`src/rtl/af_pkg.sv`:
```
package af_pkg;
    localparam int BYTE_W     = 8;
    localparam int ADDR_BYTES = 6;
    localparam int ADDR_W     = ADDR_BYTES * BYTE_W;
    localparam int HASH_W     = 6;
    localparam int TBL_N      = 1 << HASH_W;
    localparam int FOLD_N     = ADDR_W / HASH_W;
    localparam int WORD_W     = 32;
    localparam int CTL_W      = 4;
    localparam int CNT_W      = $clog2(ADDR_BYTES + 1);
    localparam int SEL_W      = 3;

    localparam int CTL_STA0     = 0;
    localparam int CTL_STA1     = 1;
    localparam int CTL_HASH_ALL = 2;
    localparam int CTL_BCAST    = 3;

    typedef enum logic [SEL_W-1:0] {
        SEL_STA0_LO = 3'd0,
        SEL_STA0_HI = 3'd1,
        SEL_STA1_LO = 3'd2,
        SEL_STA1_HI = 3'd3,
        SEL_TBL_LO  = 3'd4,
        SEL_TBL_HI  = 3'd5,
        SEL_CTL     = 3'd6
    } cfg_sel_e;

    typedef struct packed {
        logic [ADDR_W-1:0] sta0;
        logic [ADDR_W-1:0] sta1;
        logic [TBL_N-1:0]  tbl;
        logic [CTL_W-1:0]  ctl;
    } cfg_t;
endpackage

```
`src/rtl/af_cfg_regs.sv`:
```
module af_cfg_regs
    import af_pkg::*;
(
    input  logic              clk,
    input  logic              rst_n,
    input  logic              wr_en,
    input  logic [SEL_W-1:0]  wr_sel,
    input  logic [WORD_W-1:0] wr_data,
    input  logic              capture,
    output cfg_t              act_cfg
);
    typedef struct packed {
        cfg_t prog;
        cfg_t act;
    } state_t;

    state_t st_d, st_q;

    always_comb begin
        st_d = st_q;
        if (wr_en) begin
            case (cfg_sel_e'(wr_sel))
                SEL_STA0_LO: st_d.prog.sta0[WORD_W-1:0]      = wr_data;
                SEL_STA0_HI: st_d.prog.sta0[ADDR_W-1:WORD_W] = wr_data[ADDR_W-WORD_W-1:0];
                SEL_STA1_LO: st_d.prog.sta1[WORD_W-1:0]      = wr_data;
                SEL_STA1_HI: st_d.prog.sta1[ADDR_W-1:WORD_W] = wr_data[ADDR_W-WORD_W-1:0];
                SEL_TBL_LO:  st_d.prog.tbl[WORD_W-1:0]       = wr_data;
                SEL_TBL_HI:  st_d.prog.tbl[TBL_N-1:WORD_W]   = wr_data[TBL_N-WORD_W-1:0];
                SEL_CTL:     st_d.prog.ctl                   = wr_data[CTL_W-1:0];
                default: ;
            endcase
        end
        if (capture) begin
            st_d.act = st_q.prog;
        end
    end

    always_ff @(posedge clk or negedge rst_n) begin
        if (!rst_n) begin
            st_q <= '0;
        end else begin
            st_q <= st_d;
        end
    end

    assign act_cfg = st_q.act;
endmodule

```
`src/rtl/af_addr_collect.sv`:
```
module af_addr_collect
    import af_pkg::*;
#(
    parameter int LEN_W   = 16,
    parameter int MIN_LEN = 12
) (
    input  logic              clk,
    input  logic              rst_n,
    input  logic              frm_start,
    input  logic [LEN_W-1:0]  frm_len,
    input  logic              byte_vld,
    input  logic [BYTE_W-1:0] byte_in,
    output logic [ADDR_W-1:0] addr,
    output logic              len_ok,
    output logic              done
);
    localparam logic [CNT_W-1:0] CNT_IDLE = CNT_W'(ADDR_BYTES);
    localparam logic [CNT_W-1:0] CNT_LAST = CNT_W'(ADDR_BYTES - 1);
    localparam logic [LEN_W-1:0] LEN_MIN  = LEN_W'(MIN_LEN);

    typedef struct packed {
        logic [CNT_W-1:0]  cnt;
        logic [ADDR_W-1:0] addr;
        logic              len_ok;
        logic              done;
    } state_t;

    state_t st_d, st_q;

    always_comb begin
        st_d      = st_q;
        st_d.done = 1'b0;
        if (frm_start) begin
            st_d.cnt    = '0;
            st_d.len_ok = (frm_len >= LEN_MIN);
        end else if (byte_vld && (st_q.cnt != CNT_IDLE)) begin
            st_d.addr[int'(st_q.cnt)*BYTE_W +: BYTE_W] = byte_in;
            st_d.cnt  = st_q.cnt + CNT_W'(1);
            st_d.done = (st_q.cnt == CNT_LAST);
        end
    end

    always_ff @(posedge clk or negedge rst_n) begin
        if (!rst_n) begin
            st_q        <= '0;
            st_q.cnt    <= CNT_IDLE;
        end else begin
            st_q <= st_d;
        end
    end

    assign addr   = st_q.addr;
    assign len_ok = st_q.len_ok;
    assign done   = st_q.done;
endmodule

```
`src/rtl/af_hash_fold.sv`:
```
module af_hash_fold
    import af_pkg::*;
(
    input  logic [ADDR_W-1:0] addr,
    output logic [HASH_W-1:0] idx
);
    logic [HASH_W-1:0] part [FOLD_N+1];

    assign part[0] = '0;

    for (genvar g = 0; g < FOLD_N; g++) begin : g_fold
        assign part[g+1] = part[g] ^ addr[g*HASH_W +: HASH_W];
    end

    assign idx = part[FOLD_N];
endmodule

```
`src/rtl/af_decide.sv`:
```
module af_decide
    import af_pkg::*;
(
    input  logic [ADDR_W-1:0] addr,
    input  cfg_t              cfg,
    input  logic              len_ok,
    output logic              accept
);
    logic [HASH_W-1:0] hidx;
    logic              hit_sta0;
    logic              hit_sta1;
    logic              hit_bcast;
    logic              hit_tbl;
    logic              grp_addr;

    af_hash_fold u_fold (
        .addr (addr),
        .idx  (hidx)
    );

    always_comb begin
        grp_addr  = addr[0];
        hit_sta0  = cfg.ctl[CTL_STA0]  && (addr == cfg.sta0);
        hit_sta1  = cfg.ctl[CTL_STA1]  && (addr == cfg.sta1);
        hit_bcast = cfg.ctl[CTL_BCAST] && (&addr);
        hit_tbl   = (grp_addr || cfg.ctl[CTL_HASH_ALL]) && cfg.tbl[hidx];
        accept    = len_ok && (hit_sta0 || hit_sta1 || hit_bcast || hit_tbl);
    end
endmodule

```
`src/rtl/af_rx_filter.sv`:
```
module af_rx_filter
    import af_pkg::*;
#(
    parameter int LEN_W   = 16,
    parameter int MIN_LEN = 12
) (
    input  logic             clk,
    input  logic             rst_n,
    input  logic             cfg_we,
    input  logic [2:0]       cfg_sel,
    input  logic [31:0]      cfg_wdata,
    input  logic             frm_start,
    input  logic [LEN_W-1:0] frm_len,
    input  logic             rx_vld,
    input  logic [7:0]       rx_byte,
    output logic             dec_vld,
    output logic             dec_accept
);
    cfg_t              act_cfg;
    logic [ADDR_W-1:0] cap_addr;
    logic              cap_len_ok;
    logic              cap_done;

    af_cfg_regs u_cfg (
        .clk     (clk),
        .rst_n   (rst_n),
        .wr_en   (cfg_we),
        .wr_sel  (cfg_sel),
        .wr_data (cfg_wdata),
        .capture (frm_start),
        .act_cfg (act_cfg)
    );

    af_addr_collect #(
        .LEN_W   (LEN_W),
        .MIN_LEN (MIN_LEN)
    ) u_col (
        .clk       (clk),
        .rst_n     (rst_n),
        .frm_start (frm_start),
        .frm_len   (frm_len),
        .byte_vld  (rx_vld),
        .byte_in   (rx_byte),
        .addr      (cap_addr),
        .len_ok    (cap_len_ok),
        .done      (cap_done)
    );

    af_decide u_dec (
        .addr   (cap_addr),
        .cfg    (act_cfg),
        .len_ok (cap_len_ok),
        .accept (dec_accept)
    );

    assign dec_vld = cap_done;
endmodule

```
`config.mk`:
```
export PLATFORM = sky130hd
export DESIGN_NAME = af_rx_filter
export DESIGN_NICKNAME = d
export VERILOG_FILES = /design/src/rtl/af_pkg.sv /design/src/rtl/af_cfg_regs.sv /design/src/rtl/af_addr_collect.sv /design/src/rtl/af_hash_fold.sv /design/src/rtl/af_decide.sv /design/src/rtl/af_rx_filter.sv
export SDC_FILE = /design/constraint.sdc
export NUM_CORES = 1
export LEC_CHECK = 0
export ABC_AREA = 1
export BUFFER_PORTS_ARGS = -buffer_cell sky130_fd_sc_hd__clkbuf_2
export CAP_MARGIN = 20
export CORE_AREA = 2 2 239 241
export DETAILED_ROUTE_END_ITERATION = 6
export DIE_AREA = 0 0 241 243
export GPL_TIMING_DRIVEN = 0
export HOLD_SLACK_MARGIN = 0.08
export MAX_ROUTING_LAYER = met4
export SKIP_CTS_REPAIR_TIMING = 1
export SLEW_MARGIN = 20
export SYNTH_ARGS = -nofsm -noshare
export SYNTH_HDL_FRONTEND = slang
export SYNTH_SLANG_ARGS = --single-unit
export TNS_END_PERCENT = 100
```
`constraint.sdc`:
```
create_clock -name clk -period 3.2 [get_ports clk]
set_input_delay 0 -clock clk [delete_from_list [all_inputs] [get_ports clk]]
set_output_delay 0 -clock clk [all_outputs]
set_load 0.05 [all_outputs]
```
# ---- Word-level counts from Yosys, hierarchy flattened
# Index checks and enable logic that the tools add are counted.
dict set report classes {
  addsub 2
  n_mul 0
  div_mod_pow 0
  n_lt_le_gt_ge 2
  n_eq_ne 10
  n_shift 2
  n_mux 7
  bitwise 8
  n_reduce_logical 21
}
# cell count
set op_table {}
lappend op_table {{== test 48 bit} 2}
lappend op_table {{two-way mux 51 bit} 1}
lappend op_table {{bitwise mux 48 bit} 1}
lappend op_table {{AND reduction 48 bit} 1}
lappend op_table {{variable shift 8 x 33 -> 48 bit (first input constant)} 1}
lappend op_table {{indexed part select 8 x 33 -> 48 bit} 1}
lappend op_table {{XOR 6 bit} 7}
lappend op_table {{negator 6 -> 33 bit} 1}
lappend op_table {{greater-or-equal comparator 16 x 4 -> 1 bit (second input constant)} 1}
lappend op_table {{AND reduction 2 bit} 8}
lappend op_table {{== test 3 bit (second input constant)} 4}
lappend op_table {{less-than comparator 6 x 7 -> 1 bit (second input constant)} 1}
lappend op_table {{binary-select mux 1 bit (select 6 bit)} 1}
lappend op_table {{== test 3 x 2 -> 1 bit (second input constant)} 2}
lappend op_table {{logical AND 1 bit} 6}
lappend op_table {{logical OR 1 bit} 4}
lappend op_table {{adder 3 x 1 -> 3 bit (second input constant)} 1}
lappend op_table {{== test 3 x 1 -> 1 bit (second input constant)} 1}
lappend op_table {{logical NOT 3 bit} 1}
lappend op_table {{two-way mux 1 bit} 3}
lappend op_table {{two-way mux 3 bit} 1}
lappend op_table {{inequality test 3 bit (second input constant)} 1}
lappend op_table {{nonzero test 2 bit} 1}
lappend op_table {{NOT 1 bit} 1}
dict set report totals {
  register_bits 381
  latchBits 0
  ram_bits 0
  rom_bits 0
  inputBits 64
  output_inout_bits 2
  wordCells 67
  memories 0
}

# ---- Logic depth before layout (Yosys ltp)
# Gate-level depths: netlist of the first run.
dict set report logic_depth {
  word_depth 12
  mapped_depth 18
  mapped_depth_nobuf 18
}

# ---- Cells and area by module
# From an unflattened synthesis of the first run, not the netlist that was laid out.
dict set report unflattened {
  cells_unflattened 2609
  hier_area_um2 19974.2
}
# module instances cells_per_inst area_each_um2 seq_area_each_um2
set by_module_without_submodules {}
lappend by_module_without_submodules {af_cfg_regs 1 1578 13915.8 8207.9}
lappend by_module_without_submodules {af_addr_collect 1 361 2959.1 1328.8}
lappend by_module_without_submodules {af_decide 1 502 2311.0 0.0}
lappend by_module_without_submodules {af_hash_fold 1 168 788.3 0.0}

# ---- Worst setup path before layout of the first run
# Ideal clock, no wire load.
dict set report synth_timing {
  kind {flip-flop to flip-flop}
  startpoint {register u_col.st_q[51] (netlist bit)}
  endpoint {register with a tool-made name}
  setup_time_ns 0.127
  t_arrival_ns 2.285
  path_slack_ns 0.788
  path_stages_with_launch 13
  period_less_slack_ns 2.412
  path_cell_list {dfstp_2 inv_1 ha_1 ha_1 inv_1 nor2_1 nand2_1 nor2_1 inv_1 nor2_1 inv_1 nand2_1 o21ai_0}
}
# item line
set synth_lines {}
lappend synth_lines {{start, declared} af_addr_collect.sv:28} ;# state_t st_d, st_q;
lappend synth_lines {{start signal, assigned} af_addr_collect.sv:48} ;# st_q <= st_d;

==> run_results.csv, run 1 <==
group,metric,value,unit
run_status,outcome,"complete, no violations",
sta,max_slew_margin,30.66,%
sta,setup_violations,0,
finish,multi_input_area,6237,um2
power_and_ir_drop,peakVddDrop,0.0003917,V
route,viasPerCell,4.946,
die,fp.dieH,243,um
sta,hold_ws,0.008545,ns
worst_setup_path,worstSetupPathType,"reg2out",
die,die_x,241,um
logic_synthesis,synth.most_common_cell,"nand2_1",
logic_synthesis,synth_largest_area_cell,"dfrtp_1",
worst_setup_path,crit_required,3.20,ns
logic_synthesis,synthArstFlopShare,100.0,%
cts,cts_root_buffer,"clkbuf_16",
cts,htree_levels,2,
die,dieArea,58560,um2
sta,slew_violations,0,
cts,cts_sinks,381,
finish,fill_cells,5774,
global_routing,antenna_found_initial,0,
logic_synthesis,syn_area,16700,um2
route,drtIter0Drc,1548,
power_and_ir_drop,leakagePower,9.733,nW
worst_setup_path,path_max_fanout,9,
logic_synthesis,synthCells,1947,
route,ant_nets,0,
route,dr.pass1.iters,5,
finish,nNetsFinal,2180,
power_and_ir_drop,comb_power_share,30.4,%
die,rows,87,
sta,fmax,313.3,MHz
finish,diodes,0,
sta,tightestPinTransition,1.040,ns
sta,fin_skew,0.02131,ns
logic_synthesis,yosys_most_used_dff,"dfrtp_1",
worst_setup_path,critPathArrivalTime,3.19,ns
global_routing,grt_max_degree,97,
logic_synthesis,ys_top_cells_by_area,"dfrtp_1 57%, nand2_1 16%, o21ai_0 8.0%",
die,core,55950,um2
logic_synthesis,synth.top_cell.area_share,56.80,%
power_and_ir_drop,intPower,10.52,mW
logic_synthesis,ys_seq_elements,381,
route,wirelength,61340,um
cts,clk_latency,0.57,ns
logic_synthesis,ys_top_cells_by_count,"706 x nand2_1, 379 x dfrtp_1, 267 x o21ai_0",
route,drc,0,
logic_synthesis,synth_cell_types,40,
global_routing,grt_overflow,0,
logic_synthesis,syn-num-nets,2017,
power_and_ir_drop,swShare,38.17,%
placement,port_buffers,62,
sta,min_period,3.192,ns
cts,clk_pin_slew_worst_paths,0.06,ns
cts,cts_tree,"built",
power_and_ir_drop,clockPowerShare,29.9,%
power_and_ir_drop,seq_power_share,39.7,%
global_routing,gr-usage-all-layers,21.32,%
global_routing,grt_pass1_wl,89690,um
power_and_ir_drop,pwr_density_cell,844.0,nW/um2
global_routing,grt_pass1_vias,13700,
sta,period_share,99.76,%
worst_setup_path,start_kind,"flip-flop",
cts,clockBufferDepth,3,
job,cap_violations,0,
logic_synthesis,synth_warnings,0,
logic_synthesis,avgSynthCellArea,8.575,um2
hold_path,hp-class,"in2reg",
finish,drive_gt1_share,8.968,%
logic_synthesis,synth-edff-count,0,
finish,layout.area.seq,9549,um2
hold_path,holdCritStartpoint,"cfg_we",
placement,gp_congestion,0.9661,
sta,rsz0062_at_grt,"yes",
worst_setup_path,endpoint_kind,"primary output",
cts,numCtsBuffers,41,
die,initial_core_util,29.84,%
power_and_ir_drop,power.total,17.01,mW
placement,dp_hpwl,45090,um
worst_setup_path,crit-reg2reg-launch,"u_col.st_q[50]$_DFFE_PN0P_",
power_and_ir_drop,p_sw,6.494,mW
route,via_count,14330,
finish,syn2layout_area_growth,20.73,%
logic_synthesis,synth.yosys.seq_area_share,57.12,%
sta,timing_hold_violations_final,0,
die,ios,66,
route,routedWlPerCell,21.17,um
[logic make-up after synthesis]
| family | Yosys count | share of synthesized area (%) |
|---|---|---|
| AO/OA/AOI/OAI | 325 | 10.48 |
| XOR/XNOR | 63 | 3.350 |
| adder cells (fa/ha/maj) | 6 | 0.4496 |
| buffers and inverters | 251 | 5.913 |
| flip-flops | 381 | 57.12 |
| multiplexers | 1 | 0.06744 |
| AND/OR/NAND/NOR | 920 | 22.62 |
[area by class of cell]
cell class | instances | area share, %
Sequential cell | 381 | 47.37
Clock buffer | 59 | 5.878
Clock inverter | 15 | 1.161
Buffer | 88 | 1.893
Multi-Input combinational cell | 1315 | 30.94
Tap cell | 756 | 4.693
Inverter | 160 | 3.042
Timing Repair Buffer | 123 | 5.016
[power groups by stage]
stage / logic (mW) / clock network [mW] / registers [mW]
5_1_grt: 5.62 / 5.31 / 6.84
2_1_floorplan: 3.27 / 0 / 6.29
6_report: 5.17 / 5.09 / 6.75
3_3_place_gp: 4.78 / 0 / 6.73
4_1_cts: 4.88 / 5.11 / 6.66
3_5_place_dp: 4.86 / 0 / 6.73
[layout by cell type, fill, tap and decap left out, types with 8 or more instances in the layout]
cell type	count
nand2_1	705
dfrtp_1	369
o21ai_0	266
inv_1	148
nand3_1	108
clkbuf_1	84
clkbuf_2	60
dlygate4sd3_1	51
nor2_1	42
clkbuf_16	42
xor2_1	38
o22ai_1	33
xnor2_1	21
nor4_1	20
nand4_1	13
nor3_1	12
dfrtp_2	10
a221oi_1	9
inv_2	8
buf_4	8
clkbuf_8	8
[path summary, 6_finish.rpt]
| check | to | slack [ns] | depth (start not counted) |
|---|---|---|---|
| worst max-delay path | dec_accept | 0.008 | 13 |
| worst min-delay path | u_cfg.st_q[167]$_DFFE_PN0P_ | 0.009 | 5 |
| worst max register to register | flip-flop | 0.21 | 10 |
| worst min register to register | u_cfg.act_cfg[42]$_DFFE_PN0P_ | 0.47 | 2 |
| max in group asynchronous | asynchronous set/reset pin | 1.76 | 5 |
| min in group asynchronous | u_cfg.st_q[228]$_DFFE_PN0P_ | 0.59 | 4 |
[metal layers]
metal  global-route usage (%)  vias up  wire length [um]
li1                         -     6606                 -
met1                    28.85     7147             27160
met2                    33.22      472             28390
met3                    2.661      105              3574
met4                    6.790        0              2215
met5                        -        -                 0
[worst max-delay path, cell delays in order (launching register included)]
cell and delay (ns):
dfrtp_1 0.66, inv_1 0.17, xor2_2 0.23, or2_1 0.24, nand3_1 0.12, nand2_4 0.18
inv_6 0.16, nand3_1 0.13, nand3_1 0.12, nand3_1 0.10, nand3_2 0.08, nand3_2 0.08
a21oi_4 0.17, buf_6 0.18
[per-stage QoR]
| step | worst slack (ns) | instances | TNS (ns) | cell area [um2] | utilization (%) |
|---|---|---|---|---|---|
| floorplan | 0.7884 | 1947 | 0 | 16700 | - |
| global placement | -6.303 | 2765 | -2374.51 | 17950 | 32.09 |
| detailed placement | 0.1135 | 2769 | 0 | 18070 | 32.30 |
| CTS | -0.3888 | 2843 | -0.3888 | 19490 | 34.83 |
| global route | -0.03177 | 2897 | -0.03177 | 20160 | 36.03 |
| finish | 0.007785 | 2897 | 0 | 20160 | 36.03 |
Note: power is estimated with default switching activity, not from simulation.
==> run 2: changes to the inputs <==
--- a/config.mk
+++ b/config.mk
@@ -6,14 +6,15 @@
 export NUM_CORES = 1
 export LEC_CHECK = 0
 export ABC_AREA = 1
-export BUFFER_PORTS_ARGS = -buffer_cell sky130_fd_sc_hd__clkbuf_2
+export BUFFER_PORTS_ARGS = -buffer_cell sky130_fd_sc_hd__buf_2
 export CAP_MARGIN = 20
-export CORE_AREA = 2 2 239 241
+export CORE_AREA = 2 2 178 180
 export DETAILED_ROUTE_END_ITERATION = 6
-export DIE_AREA = 0 0 241 243
+export DIE_AREA = 0 0 180 182
 export GPL_TIMING_DRIVEN = 0
 export HOLD_SLACK_MARGIN = 0.08
 export MAX_ROUTING_LAYER = met4
+export PLACE_DENSITY = 0.71
 export SKIP_CTS_REPAIR_TIMING = 1
 export SLEW_MARGIN = 20
 export SYNTH_ARGS = -nofsm -noshare
==> run 2 against run 1 <==
Against the previous run: combinational power up 1%; final area down 2.1%; via count up 1.4%; count of clock-buffer cells in the layout up 2; sequential share of layout area up 1.0 points; global-route usage up 16 points; critical path depth down 1; non-clock buffer count down 5; register-to-register slack better by 0.13 ns; sequential cell count unchanged; core utilization up 28 points; clock skew down 0.0079 ns; highest routed layer unchanged.
==> run_results.csv, run 2 (synthesized netlist as in run 1, its figures left out) <==
group,metric,value,unit
cts,cts_sinks,381,
run_status,outcome,"complete, no violations",
sta,fin_skew,0.01340,ns
die,core,30990,um2
global_routing,grt_pass1_vias,14060,
global_routing,gr-usage-all-layers,37.10,%
worst_setup_path,start_kind,"flip-flop",
die,fp.dieH,182,um
placement,dp_hpwl,42990,um
global_routing,grt_overflow,0,
cts,clk_latency,0.55,ns
placement,place_area,17630,um2
sta,min_period,3.173,ns
finish,drive_gt1_share,9.299,%
route,routedWlPerCell,22.93,um
power_and_ir_drop,leakagePower,9.764,nW
power_and_ir_drop,pwr_density_cell,871.5,nW/um2
worst_setup_path,crit_required,3.20,ns
die,initial_core_util,53.88,%
sta,period_share,99.17,%
cts,cts_root_buffer,"clkbuf_16",
finish,final_common_cell,"nand2_1",
placement,dp.cells,2415,
power_and_ir_drop,power.total,17.19,mW
placement,gp_congestion,1.031,
sta,hold_ws,0.02357,ns
worst_setup_path,path_max_fanout,5,
hold_path,hp-class,"in2reg",
sta,timing_hold_violations_final,0,
placement,port_buffers,62,
worst_setup_path,endpoint_kind,"primary output",
sta,setup_tns,0,ns
route,ant_nets,0,
global_routing,grt_pass1_wl,87350,um
power_and_ir_drop,peakVddDrop,0.0005742,V
worst_setup_path,critPathArrivalTime,3.17,ns
die,rows,65,
cts,cts_tree,"built",
die,dieArea,32760,um2
route,via_count,14530,
route,dr.pass1.iters,6,
finish,nNetsFinal,2176,
route,wirelength,58320,um
finish,fill_cells,2630,
route,drc,0,
cts,htree_levels,2,
cts,clockBufferDepth,3,
worst_setup_path,worstSetupPathType,"reg2out",
finish,syn2layout_area_growth,18.17,%
sta,tightestPinTransition,0.8715,ns
sta,fmax,315.1,MHz
die,ios,66,
route,drtIter0Drc,1544,
cts,clk_pin_slew_worst_paths,0.06,ns
sta,rsz0062_at_grt,"yes",
sta,slew_violations,0,
placement,pre_cts_slack,0.01382,ns
die,die_x,180,um
finish,layout.area.seq,9549,um2
sta,fin_ws,0.02654,ns
cts,numCtsBuffers,42,
job,cap_violations,0,
finish,multi_input_area,6208,um2
global_routing,grt_max_degree,87,
finish,stdcell_count,2544,
global_routing,antenna_found_initial,2,
finish,final_cell_mix,"704 x nand2_1, 369 x dfrtp_1, 266 x o21ai_0, 150 x inv_1, 108 x nand3_1",
sta,setup_violations,0,
sta,max_slew_margin,41.90,%
route,viasPerCell,5.711,
finish,final_util,63.67,%
finish,final_cell_area,19730,um2
[run 2: cell count changes in the layout (fill, tap and decap cells not counted), sizes merged]
cell / previous run / this run
dlygate4sd3: 51 / 48
buf: 24 / 85
clkinvlp: 5 / 3
clkbuf: 195 / 134
diode: 0 / 2
clkinv: 7 / 8
inv: 158 / 161
[run 2: path summary, 6_finish.rpt]
| path | from | cells past startpoint | slack, ns | endpoint |
|---|---|---|---|---|
| min reg2reg | u_cfg.st_q[249]$_DFFE_PN0P_ | 2 | 0.46 | u_cfg.act_cfg[85]$_DFFE_PN0P_ |
| min | cfg_we | 6 | 0.02 | u_cfg.st_q[279]$_DFFE_PN0P_ |
| min in group asynchronous | rst_n | 3 | 0.04 | u_cfg.st_q[317]$_DFFE_PN0P_ |
| max | flip-flop | 12 | 0.03 | dec_accept |
| max reg2reg | u_col.st_q[50]$_DFFE_PN0P_ | 9 | 0.34 | flip-flop |
| max in group asynchronous | rst_n | 4 | 2.30 | u_cfg.st_q[296]$_DFFE_PN0P_ |
[run 2: power breakdown]
part / internal (mW) / switching (mW) / total, mW
clock network: 3.19 / 2.04 / 5.23
registers: 5.75 / 0.982 / 6.74
logic: 1.72 / 3.51 / 5.23
total: 10.7 / 6.53 / 17.2
[run 2: area by class of cell]
type | count | share of cell area, %
antenna | 2 | 0.02537
timing repair buffer | 119 | 4.921
buffer | 87 | 1.883
inverter | 160 | 3.076
tap | 402 | 2.549
clock buffer | 61 | 6.456
multi-input combinational | 1315 | 31.47
clock inverter | 17 | 1.224
sequential | 381 | 48.40
[run 2: per-layer routing]
| layer | track usage, % | vias to the layer above | part of all wire (%) |
|---|---|---|---|
| li1 | - | 6603 | - |
| met1 | 51.89 | 7124 | 43 |
| met2 | 53.93 | 688 | 44 |
| met3 | 8.945 | 115 | 10 |
| met4 | 11.41 | 0 | 3.3 |
| met5 | - | - | 0 |
[run 2: critical path: stages, from the launching register on]
cell and delay, ns:
dfrtp_1 0.38, buf_6 0.15, xnor2_1 0.19, xor2_1 0.19
xor2_1 0.24, xor2_2 0.54, inv_2 0.16, nand3_1 0.15
nand3_2 0.11, nand3_2 0.09, nand3_2 0.08, a21oi_2 0.12
buf_4 0.21
